[config.mk]
export PLATFORM = sky130hd
export DESIGN_NAME = unlock_seq_decoder
export DESIGN_NICKNAME = d
export VERILOG_FILES = /design/src/rtl/unlock_pkg.sv /design/src/rtl/usd_token.sv /design/src/rtl/usd_seq.sv /design/src/rtl/unlock_seq_decoder.sv
export SDC_FILE = /design/constraint.sdc
export NUM_CORES = 1
export LEC_CHECK = 0
export BUFFER_PORTS_ARGS = -buffer_cell sky130_fd_sc_hd__buf_2
export CAP_MARGIN = 10
export CORE_AREA = 4 4 56 58
export DETAILED_ROUTE_END_ITERATION = 10
export DIE_AREA = 0 0 60 62
export GPL_TIMING_DRIVEN = 0
export PLACE_DENSITY = 0.78
export SETUP_SLACK_MARGIN = 0.02
export SLEW_MARGIN = 20
export SYNTH_ARGS = -nofsm -noshare
export SYNTH_HDL_FRONTEND = slang
export SYNTH_SLANG_ARGS = --single-unit
[constraint.sdc]
create_clock -name clk -period 2.6 [get_ports clk]
set_input_delay 0.78 -clock clk [delete_from_list [all_inputs] [get_ports clk]]
set_output_delay 0.78 -clock clk [all_outputs]
set_load 0.01 [all_outputs]
[src/rtl/unlock_pkg.sv]
package unlock_pkg;
  localparam int CMP_W = 15;
  localparam logic [CMP_W-1:0] ADR_A = 15'h5555;
  localparam logic [CMP_W-1:0] ADR_B = 15'h2AAA;

  typedef enum logic [3:0] {
    TK_OTHER, TK_AA, TK_55, TK_A0, TK_90, TK_F0,
    TK_80, TK_20, TK_40, TK_10, TK_LLO, TK_LHI
  } tok_e;

  typedef enum logic [2:0] {
    ST_IDLE, ST_P1, ST_P2, ST_X3, ST_X4, ST_X5, ST_LOCKW, ST_PAGE
  } st_e;

  typedef struct packed {
    logic page_byte;
    logic open_plain;
    logic open_cmd;
    logic set_pend;
    logic clr_pend;
    logic id_on;
    logic id_off;
    logic erase;
    logic lk_lo;
    logic lk_hi;
    logic close;
  } act_t;
endpackage

[src/rtl/usd_token.sv]
module usd_token
  import unlock_pkg::*;
#(
  parameter int ADDR_W = 18
) (
  input  logic [ADDR_W-1:0] addr,
  input  logic [7:0]        data,
  output tok_e              tok
);
  logic [CMP_W-1:0] low;

  always_comb begin
    low = addr[CMP_W-1:0];
    tok = TK_OTHER;
    if (addr == '0 && data == 8'h00) begin
      tok = TK_LLO;
    end else if (addr == '1 && data == 8'hFF) begin
      tok = TK_LHI;
    end else if (low == ADR_A) begin
      case (data)
        8'hAA:   tok = TK_AA;
        8'hA0:   tok = TK_A0;
        8'h90:   tok = TK_90;
        8'hF0:   tok = TK_F0;
        8'h80:   tok = TK_80;
        8'h20:   tok = TK_20;
        8'h40:   tok = TK_40;
        8'h10:   tok = TK_10;
        default: tok = TK_OTHER;
      endcase
    end else if (low == ADR_B && data == 8'h55) begin
      tok = TK_55;
    end
  end
endmodule

[src/rtl/usd_seq.sv]
module usd_seq
  import unlock_pkg::*;
(
  input  logic clk,
  input  logic rst_n,
  input  logic wr_valid,
  input  tok_e tok,
  input  logic cycle_done,
  output logic in_page,
  output act_t act
);
  st_e  st_q, st_d;
  logic restart;

  always_comb begin
    st_d    = st_q;
    act     = '0;
    restart = 1'b0;
    if (st_q == ST_PAGE) begin
      if (cycle_done) begin
        st_d      = ST_IDLE;
        act.close = 1'b1;
      end else if (wr_valid) begin
        act.page_byte = 1'b1;
      end
    end else if (wr_valid) begin
      case (st_q)
        ST_IDLE: restart = 1'b1;
        ST_P1: if (tok == TK_55) st_d = ST_P2; else restart = 1'b1;
        ST_P2: begin
          case (tok)
            TK_A0: begin st_d = ST_PAGE; act.open_cmd = 1'b1; act.set_pend = 1'b1; end
            TK_90: begin st_d = ST_IDLE; act.id_on = 1'b1; end
            TK_F0: begin st_d = ST_IDLE; act.id_off = 1'b1; end
            TK_80: st_d = ST_X3;
            default: restart = 1'b1;
          endcase
        end
        ST_X3: if (tok == TK_AA) st_d = ST_X4; else restart = 1'b1;
        ST_X4: if (tok == TK_55) st_d = ST_X5; else restart = 1'b1;
        ST_X5: begin
          case (tok)
            TK_20: begin st_d = ST_PAGE; act.open_cmd = 1'b1; act.clr_pend = 1'b1; end
            TK_40: st_d = ST_LOCKW;
            TK_10: begin st_d = ST_IDLE; act.erase = 1'b1; end
            default: restart = 1'b1;
          endcase
        end
        ST_LOCKW: begin
          case (tok)
            TK_LLO: begin st_d = ST_IDLE; act.lk_lo = 1'b1; end
            TK_LHI: begin st_d = ST_IDLE; act.lk_hi = 1'b1; end
            default: restart = 1'b1;
          endcase
        end
        default: st_d = ST_IDLE;
      endcase
      if (restart) begin
        if (tok == TK_AA) begin
          st_d = ST_P1;
        end else begin
          st_d           = ST_PAGE;
          act.open_plain = 1'b1;
          act.page_byte  = 1'b1;
        end
      end
    end
  end

  always_ff @(posedge clk or negedge rst_n) begin
    if (!rst_n) st_q <= ST_IDLE;
    else        st_q <= st_d;
  end

  assign in_page = (st_q == ST_PAGE);
endmodule

[src/rtl/unlock_seq_decoder.sv]
module unlock_seq_decoder
  import unlock_pkg::*;
#(
  parameter int ADDR_W = 18,
  parameter int BOOT_W = 13
) (
  input  logic              clk,
  input  logic              rst_n,
  input  logic              wr_valid,
  input  logic [ADDR_W-1:0] wr_addr,
  input  logic [7:0]        wr_data,
  input  logic              cycle_done,
  output logic              load_active,
  output logic              prog_permit,
  output logic              byte_store,
  output logic              byte_drop,
  output logic              erase_go,
  output logic              prot_on,
  output logic              id_mode,
  output logic              lock_lo,
  output logic              lock_hi
);
  localparam int REG_W = ADDR_W - BOOT_W;

  tok_e tok;
  act_t act;
  logic in_page;

  logic prot_q, prot_d, pset_q, pset_d, pclr_q, pclr_d;
  logic id_q, id_d, llo_q, llo_d, lhi_q, lhi_d;
  logic perm_q, perm_d, st_q, st_d, dr_q, dr_d, er_q, er_d;
  logic lk_hit, perm_now;
  logic [REG_W-1:0] region;

  usd_token #(.ADDR_W(ADDR_W)) u_tok (.addr(wr_addr), .data(wr_data), .tok(tok));

  usd_seq u_seq (
    .clk(clk), .rst_n(rst_n), .wr_valid(wr_valid), .tok(tok),
    .cycle_done(cycle_done), .in_page(in_page), .act(act)
  );

  always_comb begin
    region   = wr_addr[ADDR_W-1:BOOT_W];
    lk_hit   = (llo_q && region == '0) || (lhi_q && region == '1);
    perm_now = act.open_plain ? !prot_q : (act.open_cmd | perm_q);

    st_d = act.page_byte & perm_now & !lk_hit;
    dr_d = act.page_byte & !(perm_now & !lk_hit);
    er_d = act.erase & !llo_q & !lhi_q;

    pset_d = act.close ? 1'b0 : (pset_q | act.set_pend);
    pclr_d = act.close ? 1'b0 : (pclr_q | act.clr_pend);
    prot_d = prot_q;
    if (act.close) begin
      if (pset_q)      prot_d = 1'b1;
      else if (pclr_q) prot_d = 1'b0;
    end

    id_d = id_q;
    if (act.id_on)  id_d = 1'b1;
    if (act.id_off) id_d = 1'b0;

    llo_d = llo_q | act.lk_lo;
    lhi_d = lhi_q | act.lk_hi;

    perm_d = perm_q;
    if (act.open_cmd)        perm_d = 1'b1;
    else if (act.open_plain) perm_d = !prot_q;
    else if (act.close)      perm_d = 1'b0;
  end

  always_ff @(posedge clk or negedge rst_n) begin
    if (!rst_n) begin
      prot_q <= 1'b0; pset_q <= 1'b0; pclr_q <= 1'b0;
      id_q   <= 1'b0; llo_q  <= 1'b0; lhi_q  <= 1'b0;
      perm_q <= 1'b0; st_q   <= 1'b0; dr_q   <= 1'b0; er_q <= 1'b0;
    end else begin
      prot_q <= prot_d; pset_q <= pset_d; pclr_q <= pclr_d;
      id_q   <= id_d;   llo_q  <= llo_d;  lhi_q  <= lhi_d;
      perm_q <= perm_d; st_q   <= st_d;   dr_q   <= dr_d;   er_q <= er_d;
    end
  end

  assign load_active = in_page;
  assign prog_permit = perm_q;
  assign byte_store  = st_q;
  assign byte_drop   = dr_q;
  assign erase_go    = er_q;
  assign prot_on     = prot_q;
  assign id_mode     = id_q;
  assign lock_lo     = llo_q;
  assign lock_hi     = lhi_q;
endmodule

==> run summary <==
The top cell types in the final layout, fill and taps aside, are 37 x buf_2, 15 x nand2_1, 14 x nor2_1, 13 x dfrtp_1. The residual overflow from global routing is 0. The number of instances in the synthesized netlist came out at between 150 and 200.

By startpoint and endpoint, the worst setup path is classified as input pin to flip-flop. Once detail routing completed, the nets flagged for antenna violations numbered 0. The number of nets in the final layout is ~250. The height of the chip came out at 62 um. The number of warnings reported in the yosys synthesis log came out at 0.

Setup repair after global routing could not meet its margin everywhere. The arrival time of data at the critical path endpoint is 3.04 ns. The synthesized netlist contains 54 unique library cells. The critical-path cell with the highest stage delay is or4_4.

The number of rows in the core area is 19. By area the synthesized netlist is led by dfrtp_1 25%, nand3_1 4.9%, nand4_1 4.7%. The detailed-route wire length came out at 4050 um.

The overall routing resource usage is 22.7%. From synthesis to final layout, the design area changed by 29.4%. The effective utilization at floorplan is 49.8%.

The sum of net half-perimeters after detailed placement came out at between 2000 and 3000 um. The end of the worst register-to-register path is u_seq.st_q[1]. The max-capacitance violation count came out at 0. STA classifies the critical path endpoint as a flip-flop. Power spread over the standard cell area amounts to 632 nW/um2.

The DRC marker count from the first detailed-route iteration is 63. The number of buffers added by the clock tree synthesis step came out at 3. The number of buffers on the longest clock path came out at 2.

Based on the critical path, the design can be clocked at up to 350 MHz. In the detailed route, the total length drawn on met2 is 1900 um. The total met3 wirelength after detailed routing is slightly below 300 um. The fraction of synthesized cell area taken by the top area cell type is 24.6%.

The largest area contributor in the netlist is dfrtp_1. In the final routed layout, each cell accounts on average for 16.4 um. The final critical path time including I/O delays and setup came out at 2.86 ns.

The number of antenna repair diodes came out at 0. The number of primary I/O pins is 39. The wire length on met1 is around 1800 um. The total count of hold-check failures in the final report was 0.

Synthesis inferred 13 register bits. The required time at the endpoint of the critical path came out at 2.78 ns. TritonCTS built the clock tree.

The worst hold slack is 0.355 ns. The first-pass GRT wire length came out at approximately 6500 um. The number of max-slew violations in the final report is 0. For flop-to-flop paths, the worst setup slack is about 0.14 ns. The routed layout has 1605 vias. In this run the worst path has a maximum fanout of 7. The number of levels in the clock H-tree is 1. The average footprint of a synthesized cell is 8.03 um2.

The reg-to-reg critical path startpoint is u_seq.st_q[2]. The final reports fail on setup timing. The clock skew after layout is 0.0120 ns. The count of endpoints failing setup in the final report came out at 6. Leaving out fill and tap cells, the most frequent cell in the layout is buf_2. The final setup TNS came out at -1.15 ns. The count of flip-flops with a built-in enable after synthesis came out at 0. Across the VDD grid, the largest voltage drop is 0.000690 V. The final core area utilization is 64.4%. The via count of the first global-routing pass is 1453.

The first TritonRoute pass finished after 7 iterations. After detailed routing, the number of remaining DRC violations is 0. The placed cell area is around 1600 um2. The worst hold path belongs to the class input pin to asynchronous set/reset pin. The die area is around 3700 um2. The post-layout worst setup margin came out at -0.256 ns. The ratio of cells with drive above 1 in the final layout came out at 36.1%. The flow ran to the end, but the final reports show violations. The worst setup path is launched from an input pin. The clock-pin slew on the worst setup and hold paths is 0.10 ns.

The maximum number of pins on one net before global-route repair came out at 14. The number of buffer cells added on primary ports is 37. For this run, the register share of the synthesized area comes to 24.6%. CTS placed an instance of clkbuf_4 at the clock tree root.

At the pin with the least slew margin, the transition time is between 0.4 and 0.5 ns. The remaining max-slew budget at the tightest pin came out at 70.7%. The routability congestion estimate from global placement is between 0.8 and 0.9.

The leakage dissipation came out at 0.780 nW. The detail-routed via count per cell came out at ~6.5. The post-synthesis net count is 195. Signal routing reaches up to met4. The share of the clock period used by the worst path is 110%.

The depth of the worst register-to-register path is 9. The final standard cell area without fillers is 1710 um2. The area of the mapped netlist came out at roughly 1300 um2. The core footprint is 2660 um2.

CTS saw 13 sinks. Counting stages on the worst path, the most repeated cell is buf_6. The initial antenna violation count is 0. The worst-skew pair later-pin latency came out at slightly below 0.3 ns. Traced cell by cell, the critical path runs through buf_6 -> or4_4 -> nor4_4 -> buf_4 -> a21bo_4 -> nand4b_4 -> o211ai_2 -> and4b_1 -> buf_6 -> nor3_1 -> a311o_1. For this run, the leading register cell type out of synthesis is dfrtp_1. For this run, the slowest stage of the critical path takes 0.55 ns. The proportion of synthesized flip-flops having asynchronous set or reset is 100%. The die span in x came out at around 60 um.
report_power, final:
part | switching, mW | internal (mW)
Sequential | 0.0225 | 0.243
Combinational | 0.368 | 0.313
Clock | 0.0777 | 0.0596
synth_stat cells, types with 4 or more instances:
library cell	count
nor4_1	5
nand2_1	16
a31oi_1	5
inv_1	4
nor2_1	14
nand4_1	10
nand3_1	13
nor3_1	10
dfrtp_1	13
buf_6	4
a21oi_1	6
area by class of cell:
type	count	area (um2)
Buffer	10	82.6
Clock buffer	4	26.3
Fill cell	232	948
Inverter	4	15.0
Multi-Input combinational cell	138	953
Sequential cell	13	325
Tap cell	31	38.8
Timing Repair Buffer	47	273
layer usage:
layer | vias to the layer above | global-route usage [%]
met5 | - | 0
met4 | 0 | 5.38
met3 | 18 | 4.13
met2 | 92 | 37.0
met1 | 756 | 31.1
li1 | 739 | -
stage by stage:
step	cells	setup WS, ns	power [mW]
6_report	247	-0.256	1.08
5_1_grt	247	-0.343	1.14
4_1_cts	247	-0.226	1.05
3_5_place_dp	233	-0.736	0.882
3_3_place_gp	233	-0.649	0.865
2_1_floorplan	165	-0.285	0.729
registers in the layout, indices dropped and copies added (netlist names):
register     count
u_seq.st_q       3
byte_drop        1
prot_on          1
pclr_q           1
erase_go         1
lock_lo          1
pset_q           1
id_mode          1
lock_hi          1
byte_store       1
prog_permit      1
repair_timing:
item,CTS,global route
gates resized for setup,10,3
hold buffers,0,0
endpoints found under the setup margin,8,6
setup buffers,10,0
pin swaps,6,2
critical path: cells and delay by family:
family | cells | cell delay (ns)
AO/OA/AOI/OAI | 3 | 0.70
AND/OR/NAND/NOR | 5 | 1.16
buffers and inverters | 3 | 0.40
cells by family after synthesis:
kind of cell           after synthesis  share of synthesized area [%]
XOR/XNOR                             3                           1.98
AO/OA/AOI/OAI                       39                           22.7
buffers and inverters               14                           7.18
AND/OR/NAND/NOR                     96                           43.6
flip-flops                          13                           24.6
how the worst max path moves through the flow:
stage	to	from	cells after the start	slack, ns
after global routing	prog_permit	wr_addr[11]	11	-0.34
after detailed placement	u_seq.st_q[1]	wr_data[6]	11	-0.74
final	u_seq.st_q[1]	wr_addr[11]	11	-0.26
after global placement	u_seq.st_q[1]	wr_data[6]	11	-0.65
after floorplan	u_seq.st_q[1]	wr_addr[11]	9	-0.28
after CTS	u_seq.st_q[1]	wr_addr[11]	11	-0.23
(Power assumes the default switching activity.)
